--- config.mk ---
export PLATFORM = sky130hd
export DESIGN_NAME = ushr_top
export DESIGN_NICKNAME = d
export VERILOG_FILES = /design/src/rtl/ushr_pkg.sv /design/src/rtl/ushr_next.sv /design/src/rtl/ushr_store.sv /design/src/rtl/ushr_drive.sv /design/src/rtl/ushr_top.sv
export SDC_FILE = /design/constraint.sdc
export NUM_CORES = 1
export LEC_CHECK = 0
export ABC_AREA = 1
export BUFFER_PORTS_ARGS = -buffer_cell sky130_fd_sc_hd__buf_4
export CAP_MARGIN = 20
export CORE_MARGIN = 2
export CORE_UTILIZATION = 25
export CTS_CLUSTER_DIAMETER = 200
export DETAILED_ROUTE_END_ITERATION = 12
export GPL_TIMING_DRIVEN = 0
export HOLD_SLACK_MARGIN = 0.05
export PLACE_DENSITY = 0.57
export REMOVE_ABC_BUFFERS = 1
export SYNTH_ARGS = -nofsm -noshare
export SYNTH_HDL_FRONTEND = slang
export SYNTH_HIERARCHICAL = 1
export SYNTH_SLANG_ARGS = --single-unit
export TNS_END_PERCENT = 20
--- constraint.sdc ---
create_clock -name clk -period 0.8 [get_ports clk]
set_input_delay 0.08 -clock clk [delete_from_list [all_inputs] [get_ports clk]]
set_output_delay 0.08 -clock clk [all_outputs]
set_load 0.02 [all_outputs]
--- src/rtl/ushr_pkg.sv ---
package ushr_pkg;

   typedef enum logic [1:0] {
      MODE_KEEP = 2'b00,
      MODE_UP   = 2'b01,
      MODE_DN   = 2'b10,
      MODE_LOAD = 2'b11
   } ushr_mode_e;

endpackage

--- src/rtl/ushr_next.sv ---
module ushr_next
   import ushr_pkg::*;
#(
   parameter int WIDTH = 8
) (
   input  logic [WIDTH-1:0] cur,
   input  ushr_mode_e       mode,
   input  logic             ser_up,
   input  logic             ser_dn,
   input  logic [WIDTH-1:0] par_in,
   output logic [WIDTH-1:0] nxt
);

   localparam int TOP = WIDTH - 1;

   if (WIDTH < 2) begin : g_bad_width
      $error("ushr_next: WIDTH must be at least 2");
   end

   for (genvar i = 0; i < WIDTH; i++) begin : g_bit
      logic from_below;
      logic from_above;

      if (i == 0) begin : g_low_end
         assign from_below = ser_up;
      end else begin : g_low_mid
         assign from_below = cur[i-1];
      end

      if (i == TOP) begin : g_high_end
         assign from_above = ser_dn;
      end else begin : g_high_mid
         assign from_above = cur[i+1];
      end

      always_comb begin
         unique case (mode)
            MODE_KEEP: nxt[i] = cur[i];
            MODE_UP:   nxt[i] = from_below;
            MODE_DN:   nxt[i] = from_above;
            MODE_LOAD: nxt[i] = par_in[i];
            default:   nxt[i] = cur[i];
         endcase
      end
   end

endmodule

--- src/rtl/ushr_store.sv ---
module ushr_store #(
   parameter int WIDTH = 8
) (
   input  logic             clk,
   input  logic             rst_n,
   input  logic [WIDTH-1:0] nxt,
   output logic [WIDTH-1:0] q
);

   if (WIDTH < 1) begin : g_bad_width
      $error("ushr_store: WIDTH must be positive");
   end

   always_ff @(posedge clk or negedge rst_n) begin
      if (!rst_n) begin
         q <= '0;
      end else begin
         q <= nxt;
      end
   end

   AST_CLEAR_WHILE_RESET: assert property (@(posedge clk) !rst_n |-> (q == '0));

endmodule

--- src/rtl/ushr_drive.sv ---
module ushr_drive
   import ushr_pkg::*;
#(
   parameter int NUM_OE = 2
) (
   input  logic              clk,
   input  logic              rst_n,
   input  logic [NUM_OE-1:0] oe_n,
   input  ushr_mode_e        mode,
   output logic              drive
);

   if (NUM_OE < 1) begin : g_bad_oe
      $error("ushr_drive: NUM_OE must be at least 1");
   end

   logic all_enabled;

   if (NUM_OE == 1) begin : g_single
      assign all_enabled = ~oe_n[0];
   end else begin : g_multi
      assign all_enabled = ~|oe_n;
   end

   assign drive = all_enabled && (mode != MODE_LOAD);

   AST_RELEASE_IN_LOAD: assert property (@(posedge clk) disable iff (!rst_n)
      (mode == MODE_LOAD) |-> !drive);
   AST_RELEASE_ON_OE: assert property (@(posedge clk) disable iff (!rst_n)
      (oe_n != '0) |-> !drive);

endmodule

--- src/rtl/ushr_top.sv ---
module ushr_top
   import ushr_pkg::*;
#(
   parameter int WIDTH  = 8,
   parameter int NUM_OE = 2
) (
   input  logic              clk,
   input  logic              rst_n,
   input  logic [1:0]        mode_sel,
   input  logic              ser_up_in,
   input  logic              ser_dn_in,
   input  logic [NUM_OE-1:0] oe_n,
   input  logic [WIDTH-1:0]  bus_in,
   output logic [WIDTH-1:0]  bus_out,
   output logic              bus_drive,
   output logic              end_lo,
   output logic              end_hi
);

   localparam int TOP = WIDTH - 1;

   if (WIDTH < 2) begin : g_bad_width
      $error("ushr_top: WIDTH must be at least 2");
   end

   ushr_mode_e       mode;
   logic [WIDTH-1:0] q;
   logic [WIDTH-1:0] nxt;

   assign mode = ushr_mode_e'(mode_sel);

   ushr_next #(.WIDTH(WIDTH)) u_next (
      .cur    (q),
      .mode   (mode),
      .ser_up (ser_up_in),
      .ser_dn (ser_dn_in),
      .par_in (bus_in),
      .nxt    (nxt)
   );

   ushr_store #(.WIDTH(WIDTH)) u_store (
      .clk   (clk),
      .rst_n (rst_n),
      .nxt   (nxt),
      .q     (q)
   );

   ushr_drive #(.NUM_OE(NUM_OE)) u_drive (
      .clk   (clk),
      .rst_n (rst_n),
      .oe_n  (oe_n),
      .mode  (mode),
      .drive (bus_drive)
   );

   assign bus_out = bus_drive ? q : '0;
   assign end_lo  = q[0];
   assign end_hi  = q[TOP];

   AST_KEEP_STABLE: assert property (@(posedge clk) disable iff (!rst_n)
      (mode == MODE_KEEP) |=> $stable(q));
   AST_SHIFT_UP: assert property (@(posedge clk) disable iff (!rst_n)
      (mode == MODE_UP) |=> (q == {$past(q[TOP-1:0]), $past(ser_up_in)}));
   AST_SHIFT_DN: assert property (@(posedge clk) disable iff (!rst_n)
      (mode == MODE_DN) |=> (q == {$past(ser_dn_in), $past(q[TOP:1])}));
   AST_LOAD_CAPTURE: assert property (@(posedge clk) disable iff (!rst_n)
      (mode == MODE_LOAD) |=> (q == $past(bus_in)));
   AST_BUS_MIRRORS: assert property (@(posedge clk) disable iff (!rst_n)
      bus_drive |-> (bus_out == q));

endmodule

# Word level (Yosys, flattened, before mapping)
# Index checks and enable logic that the tools add are counted.
# word_totals
register_bits	8
out_inout_bits	11
# classes
mux	9
eq_ne	4
n_reduce_logical	4
# op_table
cell	count
$pmux 1 s3	8
$mux 8	1
$eq 2x2->1 const B	2
$eq 2x1->1 const B	1
$logic_not 2->1	1
$ne 2x2->1 const B	1
$reduce_or 2->1	1
$logic_and 1x1->1	1
$logic_not 1->1	1

# Longest topological paths before layout
# depth
word_depth	4
mapped_depth	6
mapped_depth_nobuf	5

# Modules after synthesis
# Netlist, hierarchy kept.
# by_module_without_submodules
module	area_each_um2	n_inst	cells_each
ushr_next	264.0	1	47
ushr_store	200.2	1	8
ushr_top	65.1	1	17
ushr_drive	15.0	1	4

# Least setup slack after synthesis
# Ideal clock, no wire load.
# synth_timing
kind	input to output
from	input port oe_n[1]
to	output port bus_out[0]
arrival_ps	751
cell_stages	6
n_path_buf	1
required_ps	720
slack_ps	-31
path_cell_list	nor2_1 nand2_1 inv_1 buf_2 nand2_1 inv_1
# synth_between
elab_chain_cells	4
# synth_lines
element	line	text
start, declared	ushr_top.sv:12	input logic [NUM_OE-1:0] oe_n,
$reduce_or 2->1	ushr_drive.sv:22	assign all_enabled = ~|oe_n;
$logic_not 1->1	ushr_drive.sv:22	
$logic_and 1x1->1	ushr_drive.sv:25	assign drive = all_enabled && (mode != MODE_LOAD);
net bus_drive	ushr_top.sv:15	output logic bus_drive,
$mux 8	ushr_top.sv:56	assign bus_out = bus_drive ? q : '0;
end, declared	ushr_top.sv:14	output logic [WIDTH-1:0] bus_out,
# The timed path passes the listed nets, and every way through them passes these cells.

# Final worst setup path
# layout_timing
from	register u_store.q[1]
to	output port bus_out[1]
# layout_between
elab_chain_cells	1
# layout_lines
element	line	text
start, declared	ushr_store.sv:7	output logic [WIDTH-1:0] q
start signal, assigned	ushr_store.sv:18	q <= nxt;
$mux 8	ushr_top.sv:56	
# Every way passes these cells.

==> metrics.md <==
| Metric | Value |
|---|---|
| CTS tree | `yes` |
| Failing checks | `negative setup slack` |
| Core area | `0.00200 sq mm` |
| Port-buffer cells | `26` |
| Reg power frac | `0.388` |
| Max Cap Violations | `0` |
| Initial DRC count | `22` |
| GP Congestion | `0.700` |
| Worst Setup Start Kind | `flop` |
| CTS H-Tree Depth | `1` |
| Via Count | `654` |
| Hold_sp | `bus_in[3]` |
| Synth warn | `6` |
| Largest area contributor in the netlist | `dfrtp_1` |
| Worst Hold Depth | `3` |
| Chip Height | `50.7 um` |
| Critical path class | `flop to primary output` |
| Layout net count | `128` |
| Clock share of power | `0.250` |
| Slew @ Worst Pin | `0.212 ns` |
| Root Driver | `clkbuf_4` |
| Worst R2R Setup Slack | `-0.11 ns` |
| Seq/Total Area, Yosys | `0.368` |
| Ranking of synthesized cells by area | `dfrtp_1, nand3_1, nand2_1` |
| Setup ws final | `-0.148 ns` |
| Tmin final | `0.948 ns` |
| Comb power frac | `0.361` |
| Final Non-Filler Cells | `137` |
| Slew margin rel. | `0.859` |
| Post-synthesis area per instance | `7.16 sq um` |
| Tcrit/Tclk final | `1.18` |
| I/O pin count | `27` |
| Chip width | `50.7 um` |
| Max reg flops | `8` |
| Die footprint | `0.00257 sq mm` |
| Crit path max fanout | `2` |
| Setup violators final | `15` |
| Psw | `0.000402 W` |
| R2R depth | `4` |
| Post-layout util | `0.434` |
| RR Endpoint | `u_store/q[3]` |
| Reg-to-reg startpoint | `u_store/q[4]` |
| Max VDD drop | `0.692 mV` |
| Type of the tightest min-delay check | `primary input to flop` |
| CP Capture Type | `primary output` |
| Drt total wl | `1.57 mm` |
| Hold path endpoint | `u_store/q[3]` |
| Critical Path RT | `0.72 ns` |
| Hold WS | `0.0847 ns` |
| DR WL/cell | `11.5 um` |
| First-pass GRT wire length | `2.54 mm` |
| HPWL Detailed | `992 um` |
| Clock Skew | `0.00314 ns` |
| First drt pass iteration count | `5` |
| Largest regs | `u_store/q x8` |
| Power Density | `1460 mW/mm^2` |
| Final Hold Fails | `0` |
| Max Fclk | `1050 MHz` |
| Most frequent cells in the layout | `buf_4, nand3_1, nand2_1` |
| Initial Util | `0.272` |
| RSZ-0062 raised after global routing | `yes` |
| Yosys top cell area share | `0.368` |
| Clk pin slew, worst setup/hold paths | `0.06 ns` |
| Mapped Area | `544 sq um` |
| Vias in the first global route | `602` |
| # DRC | `0` |
| Slew Limit Fails | `0` |
| Inserted Diodes | `0` |
| CTS Buf Count | `3` |
| Placed cell count | `124` |
| Area Growth Syn to Fin | `59.5%` |
| Clk sinks | `8` |
| GRT Overall Usage | `0.132` |
| P_int | `0.000869 W` |
| Row cnt | `16` |
| Clk buf depth | `2` |
| Reg with most FFs | `u_store/q` |
| Synth Instances | `76` |
| Leading cell type in the layout, fill and taps excluded | `buf_4` |
| FF+latch count, synth | `8` |
| Largest net degree at the start of global routing | `20` |
| Vias per cell | `4.77` |
| Switching part of the total | `0.316` |
| Lkg Pwr | `0.468 nW` |
| Arr. time, crit path | `0.87 ns` |
| Initial antenna violation count | `0` |
| ANT nets after route | `0` |
| Outcome | `finished, violations left` |
| Unique masters post-synth | `10` |
| Clk_lat worst skew | `0.25 ns` |
| GRT overflow | `0` |
| Share of layout cells above drive strength 1 | `0.409` |
per-stage QoR:
step / setup TNS, ns / power (W) / instance area [sq um] / setup WS, ns
after floorplan: 0 / 0.000659 / 494 / 0.0307
after global placement: -1.67 / 0.000834 / 723 / -0.215
after detailed placement: -1.59 / 0.000833 / 723 / -0.194
after CTS: -1.43 / 0.00127 / 853 / -0.161
after global routing: -2.44 / 0.00136 / 868 / -0.212
final: -1.59 / 0.00127 / 868 / -0.148
per-layer routing:
metal  GRT usage  wire (um)  part of all wire  vias to the layer above
li1            -          -                 -                      324
met1       0.160        735              0.47                      289
met2       0.208        685              0.44                       39
met3      0.0417        139             0.089                        2
met4      0.0676         10            0.0064                        0
met5           0          0                 0                        -
what timing repair did:
action                     4_1_cts  5_1_grt
hold endpoints to repair         8        0
setup endpoints to repair       11       19
gates resized for setup         11        4
hold buffers                     1        0
pin swaps                        5        9
cloned                           0        0
setup buffers                    8        1
Yosys cell counts:
cell type  number
buf_2           1
nand4_1         8
inv_2           2
nand3_1        24
dfrtp_1         8
nor2_4          1
nand2_1        18
nor2_1          1
inv_1           9
buf_6           4
worst max-delay path, stage by stage (launching register included):
cell and delay [ns]:
dfrtp_1 0.39, nand2_1 0.07, inv_1 0.04, buf_6 0.12
cell type report:
cell class	instances	area, sq um
Fill cell	199	1130
Clock buffer	3	22.5
Multi-Input combinational cell	52	258
Timing Repair Buffer	36	310
Inverter	11	43.8
Tap cell	27	33.8
Sequential cell	8	200
worst max-delay path by stage:
stage	from	to	slack [ns]	depth (start not counted)
after floorplan	u_store/q[0]	bus_out[0]	0.03	2
final	u_store/q[1]	bus_out[1]	-0.15	3
after global placement	mode_sel[0]	bus_out[3]	-0.21	7
after detailed placement	mode_sel[0]	bus_out[4]	-0.19	7
after global routing	u_store/q[7]	bus_out[7]	-0.21	3
after CTS	u_store/q[1]	bus_out[1]	-0.16	3
power groups by stage:
| stage | Sequential [W] | Combinational, W | Clock, W |
|---|---|---|---|
| after global placement | 0.000526 | 0.000308 | 0 |
| after detailed placement | 0.000524 | 0.000309 | 0 |
| after CTS | 0.000492 | 0.000441 | 0.000334 |
| after floorplan | 0.000530 | 0.000129 | 0 |
| final | 0.000493 | 0.000459 | 0.000318 |
| after global routing | 0.000501 | 0.000500 | 0.000360 |
kinds of logic after synthesis:
logic type,after synthesis,share of synthesized area
DFF,8,0.368
and+or+nand+nor,52,0.464
buffers and inverters,16,0.168
(Power assumes the default switching activity.)
